<file path="config.mk">
export PLATFORM = sky130hd
export DESIGN_NAME = txmod_top
export DESIGN_NICKNAME = d
export VERILOG_FILES = /design/src/rtl/txmod_pkg.sv /design/src/rtl/txmod_timer.sv /design/src/rtl/txmod_encoder.sv /design/src/rtl/txmod_modulator.sv /design/src/rtl/txmod_top.sv
export SDC_FILE = /design/constraint.sdc
export NUM_CORES = 1
export LEC_CHECK = 0
export BUFFER_PORTS_ARGS = -buffer_cell sky130_fd_sc_hd__buf_2
export CAP_MARGIN = 20
export CORE_MARGIN = 8
export CORE_UTILIZATION = 55
export DETAILED_ROUTE_END_ITERATION = 10
export PLACE_DENSITY = 0.81
export SLEW_MARGIN = 20
export SYNTH_ARGS = -nofsm -noshare
export SYNTH_HDL_FRONTEND = slang
export SYNTH_SLANG_ARGS = --single-unit
</file>
<file path="constraint.sdc">
create_clock -name clk -period 8.2 [get_ports clk]
set_clock_uncertainty 0.2 [all_clocks]
set_input_delay 1.64 -clock clk [delete_from_list [all_inputs] [get_ports clk]]
set_output_delay 1.64 -clock clk [all_outputs]
set_load 0.02 [all_outputs]
</file>
<file path="src/rtl/txmod_pkg.sv">
package txmod_pkg;
    parameter int RATE_W    = 6;
    parameter int UNIT_LOG2 = 4;
    localparam int CNT_W    = RATE_W + UNIT_LOG2;

    typedef enum logic [1:0] {
        ENC_NRZ_A = 2'b00,
        ENC_MAN   = 2'b01,
        ENC_MIL   = 2'b10,
        ENC_NRZ_B = 2'b11
    } enc_mode_e;

    typedef enum logic [1:0] {
        MOD_ASK  = 2'b00,
        MOD_PSK1 = 2'b01,
        MOD_PSK2 = 2'b10,
        MOD_SUB  = 2'b11
    } mod_mode_e;

    typedef struct packed {
        logic [RATE_W-1:0] rate;
        enc_mode_e         enc;
        logic              inv;
        mod_mode_e         modm;
    } txcfg_t;

    function automatic logic [CNT_W:0] bit_period(input logic [RATE_W-1:0] r);
        return ((CNT_W+1)'(r) + (CNT_W+1)'(1)) << UNIT_LOG2;
    endfunction
endpackage

</file>
<file path="src/rtl/txmod_timer.sv">
module txmod_timer
    import txmod_pkg::*;
(
    input  logic              clk,
    input  logic              rst,
    input  logic              car_en,
    input  logic              start,
    input  logic [RATE_W-1:0] rate,
    output logic              run,
    output logic              bound_evt,
    output logic              mid_evt,
    output logic              first_cyc,
    output logic              second_half,
    output logic              bit_req
);
    logic [CNT_W-1:0] cyc;
    logic [CNT_W:0]   period, last_c, half_c, cyc_x;
    logic             at_last;

    assign period  = bit_period(rate);
    assign last_c  = period - 1'b1;
    assign half_c  = period >> 1;
    assign cyc_x   = {1'b0, cyc};
    assign at_last = (cyc_x == last_c);

    always_ff @(posedge clk) begin
        if (rst) begin
            run <= 1'b0;
            cyc <= '0;
        end else if (start) begin
            run <= 1'b1;
            cyc <= '0;
        end else if (run && car_en) begin
            cyc <= at_last ? '0 : cyc + 1'b1;
        end
    end

    assign bound_evt   = run && car_en && !start && at_last;
    assign mid_evt     = run && car_en && !start && (cyc_x == half_c - 1'b1);
    assign first_cyc   = (cyc == '0);
    assign second_half = (cyc_x >= half_c);
    assign bit_req     = run && at_last;
endmodule

</file>
<file path="src/rtl/txmod_encoder.sv">
module txmod_encoder
    import txmod_pkg::*;
(
    input  logic      clk,
    input  logic      rst,
    input  logic      start,
    input  logic      bit_in,
    input  logic      bound_evt,
    input  logic      mid_evt,
    input  logic      second_half,
    input  enc_mode_e mode,
    input  logic      inv,
    output logic      enc_out
);
    logic cur_bit;
    logic mil_lvl;
    logic raw;

    always_ff @(posedge clk) begin
        if (rst) begin
            cur_bit <= 1'b0;
            mil_lvl <= 1'b0;
        end else if (start) begin
            cur_bit <= bit_in;
            mil_lvl <= !bit_in;
        end else if (bound_evt) begin
            cur_bit <= bit_in;
            if (!bit_in && !cur_bit)
                mil_lvl <= !mil_lvl;
        end else if (mid_evt && cur_bit) begin
            mil_lvl <= !mil_lvl;
        end
    end

    always_comb begin
        unique case (mode)
            ENC_MAN: raw = second_half ? cur_bit : !cur_bit;
            ENC_MIL: raw = mil_lvl;
            default: raw = cur_bit;
        endcase
    end

    assign enc_out = raw ^ inv;
endmodule

</file>
<file path="src/rtl/txmod_modulator.sv">
module txmod_modulator
    import txmod_pkg::*;
(
    input  logic      clk,
    input  logic      rst,
    input  logic      start,
    input  logic      run,
    input  logic      car_en,
    input  logic      first_cyc,
    input  mod_mode_e mode,
    input  logic      enc_out,
    output logic      load_on
);
    logic sc;
    logic enc_q;
    logic skip;

    always_comb begin
        unique case (mode)
            MOD_PSK1: skip = first_cyc && enc_out;
            MOD_PSK2: skip = (enc_out != enc_q);
            default:  skip = 1'b0;
        endcase
    end

    always_ff @(posedge clk) begin
        if (rst || start) begin
            sc    <= 1'b0;
            enc_q <= 1'b0;
        end else if (run && car_en) begin
            enc_q <= enc_out;
            if (!skip)
                sc <= !sc;
        end
    end

    always_comb begin
        unique case (mode)
            MOD_ASK: load_on = run && enc_out;
            MOD_SUB: load_on = run && enc_out && sc;
            default: load_on = run && sc;
        endcase
    end
endmodule

</file>
<file path="src/rtl/txmod_top.sv">
module txmod_top
    import txmod_pkg::*;
(
    input  logic              clk,
    input  logic              rst,
    input  logic              car_en,
    input  logic [RATE_W-1:0] rate_sel,
    input  logic [1:0]        enc_sel,
    input  logic              inv_en,
    input  logic [1:0]        mod_sel,
    input  logic              start,
    input  logic              bit_in,
    output logic              bit_req,
    output logic              load_on
);
    txcfg_t    cfg_q;
    logic      run, bound_evt, mid_evt, first_cyc, second_half, enc_out;
    enc_mode_e enc_cur;
    mod_mode_e mod_cur;

    always_ff @(posedge clk) begin
        if (rst) begin
            cfg_q <= '0;
        end else if (start) begin
            cfg_q.rate <= rate_sel;
            cfg_q.enc  <= enc_mode_e'(enc_sel);
            cfg_q.inv  <= inv_en;
            cfg_q.modm <= mod_mode_e'(mod_sel);
        end
    end

    assign enc_cur = cfg_q.enc;
    assign mod_cur = cfg_q.modm;

    txmod_timer i_timer (
        .clk(clk), .rst(rst), .car_en(car_en), .start(start), .rate(cfg_q.rate),
        .run(run), .bound_evt(bound_evt), .mid_evt(mid_evt), .first_cyc(first_cyc),
        .second_half(second_half), .bit_req(bit_req)
    );

    txmod_encoder i_enc (
        .clk(clk), .rst(rst), .start(start), .bit_in(bit_in), .bound_evt(bound_evt),
        .mid_evt(mid_evt), .second_half(second_half), .mode(enc_cur), .inv(cfg_q.inv),
        .enc_out(enc_out)
    );

    txmod_modulator i_mod (
        .clk(clk), .rst(rst), .start(start), .run(run), .car_en(car_en),
        .first_cyc(first_cyc), .mode(mod_cur), .enc_out(enc_out), .load_on(load_on)
    );
endmodule

</file>
# ---- Word level (Yosys, flattened, before mapping)
# Index checks and enable logic that the tools add are counted.
dict set report totals {
  out_inout_bits 2
  regBits 26
}
dict set report classes {
  muxes 11
  order_cmp 1
  n_reduce_logical 24
  n_bitwise 2
  n_eq_ne 9
  addsub 4
}
# operator count
set ops {}
lappend ops {{$eq 10x11->1} 2}
lappend ops {{$logic_and 1x1->1} 11}
lappend ops {{$sub 10x1->11 const B} 1}
lappend ops {{$sub 11x1->11 const B} 1}
lappend ops {{$add 10x1->10 const B} 1}
lappend ops {{$ge 10x10->1} 1}
lappend ops {{$logic_not 10->1} 1}
lappend ops {{$mux 10} 1}
lappend ops {{$add 6x1->7 const B} 1}
lappend ops {{$mux 1} 7}
lappend ops {{$eq 2x2->1 const B} 3}
lappend ops {{$pmux 1 s2} 3}
lappend ops {{$logic_not 1->1} 5}
lappend ops {{$eq 2x1->1 const B} 2}
lappend ops {{$reduce_and 2->1} 2}
lappend ops {{$ne 3x2->1 const B} 1}
lappend ops {{$reduce_bool 3->1} 1}
lappend ops {{$logic_not 2->1} 1}
lappend ops {{$reduce_bool 2->1} 1}
lappend ops {{$reduce_or 2->1} 1}
lappend ops {{$logic_or 1x1->1} 1}
lappend ops {{$ne 1x1->1} 1}
lappend ops {{$not 1->1} 1}
lappend ops {{$xor 1x1->1} 1}

# ---- Logic depth before layout (Yosys ltp)
# Gate-level depths: netlist of the first run.
dict set report depth {
  ltp_word 9
  ltp_mapped 13
  mapped_depth_nobuf 12
}

# ---- By module
# A second synthesis of the first run with hierarchy kept.
dict set report unflattened {
  cells_unflattened 252
  hier_area_um2 2207.1
}
# module cells_each area_each_um2 n_inst
set by_module_without_submodules {}
lappend by_module_without_submodules {txmod_timer 172 1448.9 1}
lappend by_module_without_submodules {txmod_top 35 386.6 1}
lappend by_module_without_submodules {txmod_modulator 22 192.7 1}
lappend by_module_without_submodules {txmod_encoder 23 178.9 1}

# ---- Least setup slack after synthesis of the first run
# OpenSTA, ideal clock, no wires.
dict set report synth_timing {
  path_kind {flip-flop to output port}
  from {register, netlist name cfg_q[6]}
  to {output load_on}
  path_buffers 0
  arrival_time_ns 2.747
  setup_slack_ns 3.613
  path_stages_with_launch 12
  cell_sequence {dfxtp_1 > ha_1 > inv_1 > ha_1 > nor2b_1 > a311o_1 > a21oi_2 > o2111a_1 > or4_4 > a31oi_2 > nor2_1 > o221a_2}
}
dict set report synth_between {
  elab_chain_cells 8
}
# element line
set synth_rtl {}
lappend synth_rtl {{$add 6x1->7 (*)} txmod_pkg.sv:28} ;# return ((CNT_W+1)'(r) + (CNT_W+1)'(1)) << UNIT_LOG2;
lappend synth_rtl {{$ge 10x10->1 (*)} txmod_timer.sv:41} ;# assign second_half = (cyc_x >= half_c);
lappend synth_rtl {{$mux 1 (*)} txmod_encoder.sv:37} ;# ENC_MAN: raw = second_half ? cur_bit : !cur_bit;
lappend synth_rtl {{$pmux 1 s2 (*)} txmod_encoder.sv:36} ;# unique case (mode)
lappend synth_rtl {{$xor 1x1->1 (*)} txmod_encoder.sv:43} ;# assign enc_out = raw ^ inv;
lappend synth_rtl {{$logic_and 1x1->1 (*)} {txmod_modulator.sv:39, txmod_modulator.sv:40}}
lappend synth_rtl {{$logic_and 1x1->1} txmod_modulator.sv:40} ;# MOD_SUB: load_on = run && enc_out && sc;
lappend synth_rtl {{$pmux 1 s2 (*)} txmod_modulator.sv:38} ;# unique case (mode)
lappend synth_rtl {{end: declaration} txmod_top.sv:14} ;# output logic load_on
# Mark *: on every way between the ends. The rest lies on a longest branch, timed or not.

# ---- Worst setup path after layout of the first run
dict set report layout_timing {
  from {register, netlist name cfg_q[5]}
  to {output load_on}
}
dict set report layout_between {
  elab_chain_cells 8
}
# element line
set layout_rtl {}
lappend layout_rtl {{$add 6x1->7 (*)} txmod_pkg.sv:28}
lappend layout_rtl {{$ge 10x10->1 (*)} txmod_timer.sv:41}
lappend layout_rtl {{$mux 1 (*)} txmod_encoder.sv:37}
lappend layout_rtl {{$pmux 1 s2 (*)} txmod_encoder.sv:36}
lappend layout_rtl {{$xor 1x1->1 (*)} txmod_encoder.sv:43}
lappend layout_rtl {{$logic_and 1x1->1 (*)} {txmod_modulator.sv:39, txmod_modulator.sv:40}}
lappend layout_rtl {{$logic_and 1x1->1} txmod_modulator.sv:40}
lappend layout_rtl {{$pmux 1 s2 (*)} txmod_modulator.sv:38}
# Marked as above.

==> flow_summary.yaml, run 1 <==
clock_network:
  clock_path_buffers: 2
  cts_setup_buffers: 0
  cts_tree: "yes"
  cts_sinks: 26
  postCtsHoldBufs: 0
  clock_latency_ns: 0.27
  cts_resized: 0
  clockRootBuffer: "clkbuf_8"
  cts_max_level: 1
  numCtsBuffers: 3
  clk_pin_slew_ns: 0.09
worst_setup_path:
  crit_chain: "ha_1 > inv_1 > ha_1 > nor2b_1 > a311o_1 > a21oi_2 > o2111a_1 > or4_4 > a31oi_2 > nor2_1 > o221a_2 > buf_2"
  cp_slowest_cell: "or4_4"
  cp-end-kind: "output port"
  worst_path_most_repeated_cell: "ha_1"
  path_max_fanout: 11
  critPathRequiredTime_ns: 6.36
  rrSetupSlack_ns: 4.58
  rr_worst_depth: 12
  cpPeakStageDelay_ns: 0.55
  crit_type: "register to output port"
  cp_data_arrival_time_ns: 3.41
  start_kind: "register"
  rr_endpoint: "i_mod.sc"
  r2r-start: "cfg_q[5]"
power:
  p_sw_w: 0.0000748
  vdd_drop_max_mv: 0.0899
  p_leak_nw: 0.936
  p_int_w: 0.000220
  p_comb_share_pct: 16.6
  total_power_w: 0.000295
  pwr_density_cell_nw_per_um2: 133
  p_sw_share_pct: 25.3
  seqPwrFrac_pct: 46.9
  clkPwrFrac_pct: 36.4
routing:
  drt_first_pass_iters: 4
  vias: 1701
  drt_iter0_markers: 72
  avgViaCountPerCell: 5.61
  drc: 0
  antenna_left: 0
  drt_wl_total_mm: 4.27
  post_drt_wl_per_cell_um: 14.1
min_path:
  min_from: "i_timer.cyc[1]"
  whs_endpoint: "i_timer.cyc[1]"
  whs_path_depth: 2
  hold_path.class: "register to register"
cells_and_area:
  final_area_um2: 2210
  fillerInstances: 319
  diodes: 0
  fin_nets: 285
  drive_gt1_share_pct: 16.5
  final_util_pct: 60.4
  syn2layout_area_growth_pct: 6.38
timing:
  rsz0062_at_grt: "false"
  drv_slew: 0
  maxSlewHeadroom_pct: 66.7
  period_needed_ns: 5.25
  hold_viol: 0
  finalSetupViolations: 0
  final.setup.tns_ns: 0
  fin_crit_sh_pct: 64.0
  worst_slew_pin_slew_ns: 0.499
  fmax_ghz: 0.191
synthesis:
  synth_cell_type_count: 64
  netlist_area_um2: 2080
  async_reset_ff_share_pct: 0
  synth_edf_count: 0
  synth_seq_cells: 26
  synth.yosys.seq_area_share_pct: 25.0
  ys_warn_count: 0
  avgSynthCellArea_um2: 8.42
  netlist_instances: 247
  syn_nets: 276
  ys.flop_type: "dfxtp_1"
run_status:
  status: "finished clean"
placement:
  postPlaceCellArea_um2: 2140
  dp_hpwl_mm: 3.25
  gp_congestion: 0.886
  io_buffers: 17
global_routing:
  gr-total-overflow: 0
  grt_usage_pct: 14.7
  grt_pass1_wl_mm: 7.53
  antenna_found_initial: 0
  grt_pass1_vias: 1677
  grt_max_degree: 17
die:
  fp-row-count: 22
  die-area_um2: 6000
  io-pin-count: 18
  die_y_um: 77.5
  core_um2: 3660
  start_util_pct: 56.8
  die_w_um: 77.5
flow_run:
  drv_cap: 0
synthesized netlist by cell type, types with 2 or more instances:
cell type / instances / share of area, %
nand2_1: 18 / 3.2
nand2b_1: 2 / 0.60
nand3_2: 2 / 0.96
nor3_1: 7 / 1.7
clkbuf_1: 5 / 0.90
inv_1: 13 / 2.3
a21boi_0: 2 / 0.72
o21ai_0: 3 / 0.72
o21ai_1: 2 / 0.48
nand4_1: 4 / 1.2
buf_4: 3 / 1.1
nor4b_1: 2 / 0.84
ha_1: 13 / 7.8
mux2i_1: 16 / 7.7
o2111a_1: 2 / 1.1
xnor2_1: 13 / 5.5
and2b_2: 2 / 0.84
o2111ai_1: 2 / 0.84
and3_1: 6 / 1.8
buf_6: 3 / 1.6
nor2_1: 33 / 6.0
a21oi_1: 9 / 2.2
nand3_1: 4 / 0.96
xor2_1: 10 / 4.2
a21bo_2: 2 / 0.96
dfxtp_1: 26 / 25
nor2b_1: 3 / 0.90
or3_1: 3 / 0.90
and2_1: 2 / 0.60
power by group through the flow:
stage / Sequential (W) / Clock (W) / Combinational (W)
floorplan: 0.000137 / 0 / 0.0000425
global placement: 0.000141 / 0 / 0.0000467
detailed placement: 0.000142 / 0 / 0.0000482
CTS: 0.000139 / 0.000110 / 0.0000491
global route: 0.000140 / 0.000116 / 0.0000544
finish: 0.000139 / 0.000108 / 0.0000491
per-stage QoR:
stage / setup slack (ns) / hold WS [ns] / cells
finish: 2.95 / 0.300 / 303
global route: 2.76 / 0.350 / 303
CTS: 2.97 / 0.297 / 303
detailed placement: 3.30 / 0.283 / 299
global placement: 3.40 / 0.277 / 299
floorplan: 3.61 / 0.260 / 247
routing by layer:
| layer | GRT usage (%) | wire (µm) | vias to the layer above |
|---|---|---|---|
| met5 | 0 | 0 | - |
| met4 | 4.91 | 55 | 0 |
| met3 | 2.53 | 120 | 7 |
| met2 | 25.4 | 2190 | 25 |
| met1 | 17.9 | 1910 | 793 |
| li1 | - | - | 876 |
flip-flops by register name, indices dropped and copies added, names as in the netlist:
register and flops:
i_timer.cyc 10, mod_cur 2, i_mod.enc_q 1, cfg_q 7, i_enc.cur_bit 1, i_enc.mil_lvl 1
i_mod.sc 1, i_timer.run 1, enc_cur 2
final cells by class:
| cell class | count | area [µm²] | area share, % |
|---|---|---|---|
| clock inverters | 1 | 30.0 | 1.36 |
| well taps | 48 | 60.1 | 2.71 |
| multi-input cells | 195 | 1430 | 64.5 |
| repair buffers | 17 | 85.1 | 3.85 |
| inverters | 13 | 48.8 | 2.21 |
| flip-flops and latches | 26 | 520 | 23.5 |
| clock buffers | 3 | 41.3 | 1.87 |
worst max-delay path by stage:
stage | startpoint | end | slack, ns | depth (start not counted)
2_1_floorplan | cfg_q[6] | load_on | 3.61 | 11
3_3_place_gp | cfg_q[5] | load_on | 3.40 | 12
3_5_place_dp | cfg_q[5] | load_on | 3.30 | 12
4_1_cts | cfg_q[5] | load_on | 2.97 | 12
5_1_grt | cfg_q[5] | load_on | 2.76 | 12
6_report | cfg_q[5] | load_on | 2.95 | 12
worst max-delay path: cells and delay by family, from the launching register on:
kind / cells / cell delay (ns)
AO/OA/AOI/OAI: 5 / 1.00
adder cells (fa/ha/maj): 2 / 0.70
buffers and inverters: 2 / 0.21
flip-flops: 1 / 0.42
AND/OR/NAND/NOR: 3 / 0.79
cells by family (layout without fill, tap and decap cells):
logic type / after synthesis / in the layout / synth area share [%]
XOR/XNOR: 26 / 26 / 12.3
flip-flops: 26 / 26 / 25.0
buffers and inverters: 26 / 34 / 6.38
adder cells (fa/ha/maj): 13 / 13 / 7.82
AO/OA/AOI/OAI: 38 / 38 / 14.2
multiplexers: 17 / 17 / 8.42
AND/OR/NAND/NOR: 101 / 101 / 25.8
cells in the final DEF, fill, tap and decap left out, types with 4 or more instances in the layout:
cell type,count
xor2_1,10
buf_2,17
nand3_1,4
a21oi_1,9
mux2i_1,16
nor2_1,33
and3_1,6
xnor2_1,13
dfxtp_1,26
ha_1,13
nand2_1,18
nand4_1,4
inv_1,13
nor3_1,7
No activity file was read; power rests on OpenSTA's default activity.
==> inputs of run 2 (changes only) <==
==> constraint.sdc (replaced) <==
create_clock -name clk -period 5.1 [get_ports clk]
set_clock_uncertainty 0.2 [all_clocks]
set_input_delay 1.02 -clock clk [delete_from_list [all_inputs] [get_ports clk]]
set_output_delay 1.02 -clock clk [all_outputs]
set_load 0.02 [all_outputs]
==> flow_summary.yaml, run 2 (same netlist as run 1, synthesis figures left out) <==
power:
  p_leak_nw: 0.936
  vdd_drop_max_mv: 0.177
  pwr_density_cell_nw_per_um2: 213
  total_power_w: 0.000471
flow_run:
  drv_cap: 0
die:
  core_um2: 3660
  io-pin-count: 18
  die-area_um2: 6000
  fp-row-count: 22
  start_util_pct: 56.8
  die_y_um: 77.5
  die_w_um: 77.5
clock_network:
  cts_tree: "yes"
  clock_latency_ns: 0.27
  cts_max_level: 1
  clockRootBuffer: "clkbuf_8"
  cts_setup_buffers: 0
  clock_path_buffers: 2
  clk_pin_slew_ns: 0.09
  numCtsBuffers: 3
  postCtsHoldBufs: 0
  cts_sinks: 26
  cts_resized: 0
routing:
  drc: 0
  drt_wl_total_mm: 4.06
  antenna_left: 0
  post_drt_wl_per_cell_um: 13.4
  avgViaCountPerCell: 5.50
  vias: 1667
  drt_iter0_markers: 53
  drt_first_pass_iters: 4
global_routing:
  gr-total-overflow: 0
  grt_pass1_vias: 1620
  antenna_found_initial: 0
  grt_pass1_wl_mm: 7.19
  grt_max_degree: 17
  grt_usage_pct: 13.7
timing:
  finalSetupViolations: 0
  fmax_ghz: 0.218
  period_needed_ns: 4.58
  hold_slack_ns: 0.297
  drv_slew: 0
  hold_viol: 0
  rsz0062_at_grt: "false"
  fin_crit_sh_pct: 89.9
  worst_slew_pin_slew_ns: 0.500
  maxSlewHeadroom_pct: 66.6
  final.setup.tns_ns: 0
placement:
  gp_congestion: 0.887
  io_buffers: 17
  dp_cells: 299
  dp_hpwl_mm: 3.25
cells_and_area:
  final_cell_mix: "nor2_1, dfxtp_1, nand2_1"
  fin_nets: 285
  reg.largest.list: "i_timer.cyc (10), cfg_q (7)"
  top_register: "i_timer.cyc"
  largest_reg_flops: 10
  mostFrequentLayoutCell: "nor2_1"
  syn2layout_area_growth_pct: 6.38
  diodes: 0
  drive_gt1_share_pct: 16.5
  final_cell_count_no_fill: 303
  fillerInstances: 323
  final_util_pct: 60.4
worst_setup_path:
  critPathRequiredTime_ns: 3.88
  crit_type: "register to output port"
  start_kind: "register"
  cp-end-kind: "output port"
  rr_worst_depth: 12
  cp_data_arrival_time_ns: 3.36
  path_max_fanout: 11
min_path:
  whs_path_depth: 2
  hold_path.class: "register to register"
run_status:
  status: "finished clean"
[run 2: cell counts in the layout (fill, tap and decap cells not counted)]
Identical to the previous run, type by type.
[run 2: per-stage QoR]
stage                     cell area [µm²]  setup slack [ns]
after floorplan                      2080              1.13
after global placement               2140             0.924
after detailed placement             2140             0.819
after CTS                            2210             0.507
after global routing                 2210             0.300
final                                2210             0.516
[run 2: worst paths after layout]
path	startpoint	endpoint	slack (ns)
max	cfg_q[5]	load_on	0.52
min	i_timer.cyc[1]	i_timer.cyc[1]	0.30
max reg2reg	cfg_q[5]	i_mod.sc	1.54
min reg2reg	i_timer.cyc[1]	i_timer.cyc[1]	0.30
[run 2: worst max-delay path: stages, from the launching register on]
cell	delay [ns]
dfxtp_1	0.42
ha_1	0.41
inv_1	0.07
ha_1	0.29
nor2b_1	0.13
a311o_1	0.14
a21oi_2	0.06
o2111a_1	0.24
or4_4	0.54
a31oi_2	0.29
nor2_1	0.11
o221a_2	0.25
buf_2	0.15
[run 2: final cells by class]
type	count	area [µm²]	area share, %
clock buffers	3	41.3	1.87
clock inverters	1	30.0	1.36
inverters	13	48.8	2.21
multi-input cells	195	1430	64.5
flip-flops and latches	26	520	23.5
well taps	48	60.1	2.71
repair buffers	17	85.1	3.85
[run 2: report_power, final]
part	total, W	switching (W)	internal, W
logic	0.0000779	0.0000389	0.0000389
registers	0.000223	0.0000125	0.000210
clock network	0.000171	0.0000656	0.000105
total	0.000471	0.000117	0.000354
[run 2: layer usage]
| metal | routed length (µm) | vias to the layer above | part of all wire (%) | GRT usage [%] |
|---|---|---|---|---|
| li1 | - | 873 | - | - |
| met1 | 1930 | 766 | 48 | 17.5 |
| met2 | 2000 | 24 | 49 | 24.1 |
| met3 | 102 | 4 | 2.5 | 2.07 |
| met4 | 23 | 0 | 0.57 | 1.89 |
| met5 | 0 | - | 0 | 0 |
==> inputs of run 3 (changes only) <==
--- a/config.mk
+++ b/config.mk
@@ -5,12 +5,13 @@
 export SDC_FILE = /design/constraint.sdc
 export NUM_CORES = 1
 export LEC_CHECK = 0
+export ABC_AREA = 1
 export BUFFER_PORTS_ARGS = -buffer_cell sky130_fd_sc_hd__buf_2
 export CAP_MARGIN = 20
 export CORE_MARGIN = 8
 export CORE_UTILIZATION = 55
 export DETAILED_ROUTE_END_ITERATION = 10
-export PLACE_DENSITY = 0.81
+export PLACE_DENSITY = 0.82
 export SLEW_MARGIN = 20
 export SYNTH_ARGS = -nofsm -noshare
 export SYNTH_HDL_FRONTEND = slang
==> flow_summary.yaml, run 3 <==
timing:
  hold_viol: 0
  fin_crit_sh_pct: 82.2
  finalSetupViolations: 0
  hold_slack_ns: 0.291
  final.setup.tns_ns: 0
  fmax_ghz: 0.238
  worst_slew_pin_slew_ns: 0.605
  rsz0062_at_grt: "false"
  maxSlewHeadroom_pct: 59.6
  drv_slew: 0
  period_needed_ns: 4.19
synthesis:
  yosys-top-cells-count: "nand2_1, inv_1, dfxtp_1, nand3_1, nor2_1"
  ys.flop_type: "dfxtp_1"
  synth_cell_type_count: 30
  avgSynthCellArea_um2: 6.86
  async_reset_ff_share_pct: 0
  synthTopCellsByArea: "dfxtp_1, nand2_1, ha_1, inv_1, nand3_1"
  synth_edf_count: 0
  netlist.area_leader.share_pct: 27.7
  netlist_area_um2: 1880
  synth_most_common_cell: "nand2_1"
  synth_seq_cells: 26
  netlist_instances: 274
  yosys.area.top_type: "dfxtp_1"
  syn_nets: 303
  synth.yosys.seq_area_share_pct: 27.7
  ys_warn_count: 0
routing:
  post_drt_wl_per_cell_um: 12.7
  drt_iter0_markers: 93
  avgViaCountPerCell: 5.35
  antenna_left: 0
  vias: 1791
  drt_wl_total_mm: 4.25
  drt_first_pass_iters: 4
  drc: 0
worst_setup_path:
  cp_data_arrival_time_ns: 2.97
  path_max_fanout: 5
  worst_path_most_repeated_cell: "nand2_1"
  crit_type: "register to output port"
  cp-end-kind: "output port"
  start_kind: "register"
  critical-path-top-delay-family: "simple AND/OR/NAND/NOR gates"
  crit_chain: "ha_1 > nand2_1 > inv_1 > nand2_1 > nor2_1 > inv_1 > ha_1 > nand4_1 > nand2_1 > nor2_1 > nand2_1 > nand3_1 > nand3_1 > nand2_1 > nand2_1 > nand2_1 > nand2_1 > o221ai_1 > inv_1 > buf_2"
  critPathRequiredTime_ns: 3.88
  cpPeakStageDelay_ns: 0.45
  cp_num_buf_inv: 4
  cp_slowest_cell: "dfxtp_1"
die:
  die_y_um: 74.5
  die-area_um2: 5550
  start_util_pct: 56.8
  io-pin-count: 18
  core_um2: 3310
  die_w_um: 74.5
  fp-row-count: 21
power:
  vdd_drop_max_mv: 0.155
  p_comb_share_pct: 19.5
  p_sw_share_pct: 28.1
  p_int_w: 0.000324
  clkPwrFrac_pct: 31.7
  p_sw_w: 0.000127
  pwr_density_cell_nw_per_um2: 221
  seqPwrFrac_pct: 48.8
  p_leak_nw: 0.919
run_status:
  status: "finished clean"
global_routing:
  grt_pass1_wl_mm: 7.13
  grt_usage_pct: 16.3
  grt_pass1_vias: 1732
  gr-total-overflow: 0
  grt_max_degree: 24
  antenna_found_initial: 0
min_path:
  hold_path.class: "register to register"
clock_network:
  numCtsBuffers: 3
  cts_setup_buffers: 0
  cts_max_level: 1
  clk_pin_slew_ns: 0.14
  clockRootBuffer: "clkbuf_4"
  postCtsHoldBufs: 0
  cts_tree: "yes"
  cts_sinks: 26
  clock_path_buffers: 2
  clock_latency_ns: 0.33
  cts_resized: 0
cells_and_area:
  seqCellArea_um2: 520
  final_cell_mix: "nand2_1, inv_1, dfxtp_1"
  top_register: "i_timer.cyc"
  mostFrequentLayoutCell: "nand2_1"
  syn2layout_area_growth_pct: 8.78
  fillerInstances: 337
  largest_reg_flops: 10
  drive_gt1_share_pct: 13.1
  fin_nets: 319
  reg.largest.list: "i_timer.cyc (10), cfg_q (7)"
  multi_input_area_um2: 1180
  diodes: 0
placement:
  gp_congestion: 0.935
  io_buffers: 17
  dp_hpwl_mm: 3.39
flow_run:
  drv_cap: 0
run 3: final timing paths:
| path | start | to | slack (ns) | depth (start not counted) |
|---|---|---|---|---|
| setup / recovery | cfg_q[5] | load_on | 0.91 | 20 |
| hold / removal | cfg_q[9] | cfg_q[9] | 0.29 | 2 |
| setup reg to reg | cfg_q[5] | i_mod.sc | 2.22 | 20 |
| hold reg to reg | cfg_q[9] | cfg_q[9] | 0.29 | 2 |
run 3: area by class of cell:
class | instances | area share [%]
clock buffers | 3 | 1.10
multi-input cells | 201 | 57.5
inverters | 41 | 7.52
well taps | 46 | 2.81
clock inverters | 1 | 1.47
repair buffers | 17 | 4.16
flip-flops and latches | 26 | 25.4
run 3: tightest hold or removal path: stages, from the launching register on:
cell and delay, ns:
dfxtp_1 0.34, inv_1 0.07, a21oi_1 0.06
run 3: power by group through the flow:
stage / combinational, W / clock (W) / sequential (W)
2_1_floorplan: 0.0000691 / 0 / 0.000222
3_5_place_dp: 0.0000863 / 0 / 0.000225
5_1_grt: 0.0000997 / 0.000154 / 0.000222
4_1_cts: 0.0000870 / 0.000148 / 0.000220
6_report: 0.0000878 / 0.000143 / 0.000220
3_3_place_gp: 0.0000849 / 0 / 0.000225
run 3: cell families after synthesis:
family / share of synthesized area, %
XOR/XNOR: 9.18
flip-flops: 27.7
buffers and inverters: 9.78
AO/OA/AOI/OAI: 12.5
AND/OR/NAND/NOR: 32.2
adder cells (fa/ha/maj): 8.65
run 3: per-layer routing:
metal	global-route usage (%)	up-vias	wire length [µm]	part of all wire [%]
met2	27.9	45	2010	47
met5	0	-	0	0
met3	2.56	16	166	3.9
met1	18.8	800	1920	45
met4	9.13	0	153	3.6
li1	-	930	-	-
run 3: through the flow:
step,area (µm²),instances,util (%),power [W],setup slack (ns)
3_5_place_dp,1990,331,60.2,0.000311,1.34
3_3_place_gp,1990,331,60.2,0.000309,1.41
2_1_floorplan,1880,274,-,0.000291,1.63
4_1_cts,2050,335,61.8,0.000455,0.925
5_1_grt,2050,335,61.8,0.000475,0.605
6_report,2050,335,61.8,0.000451,0.906
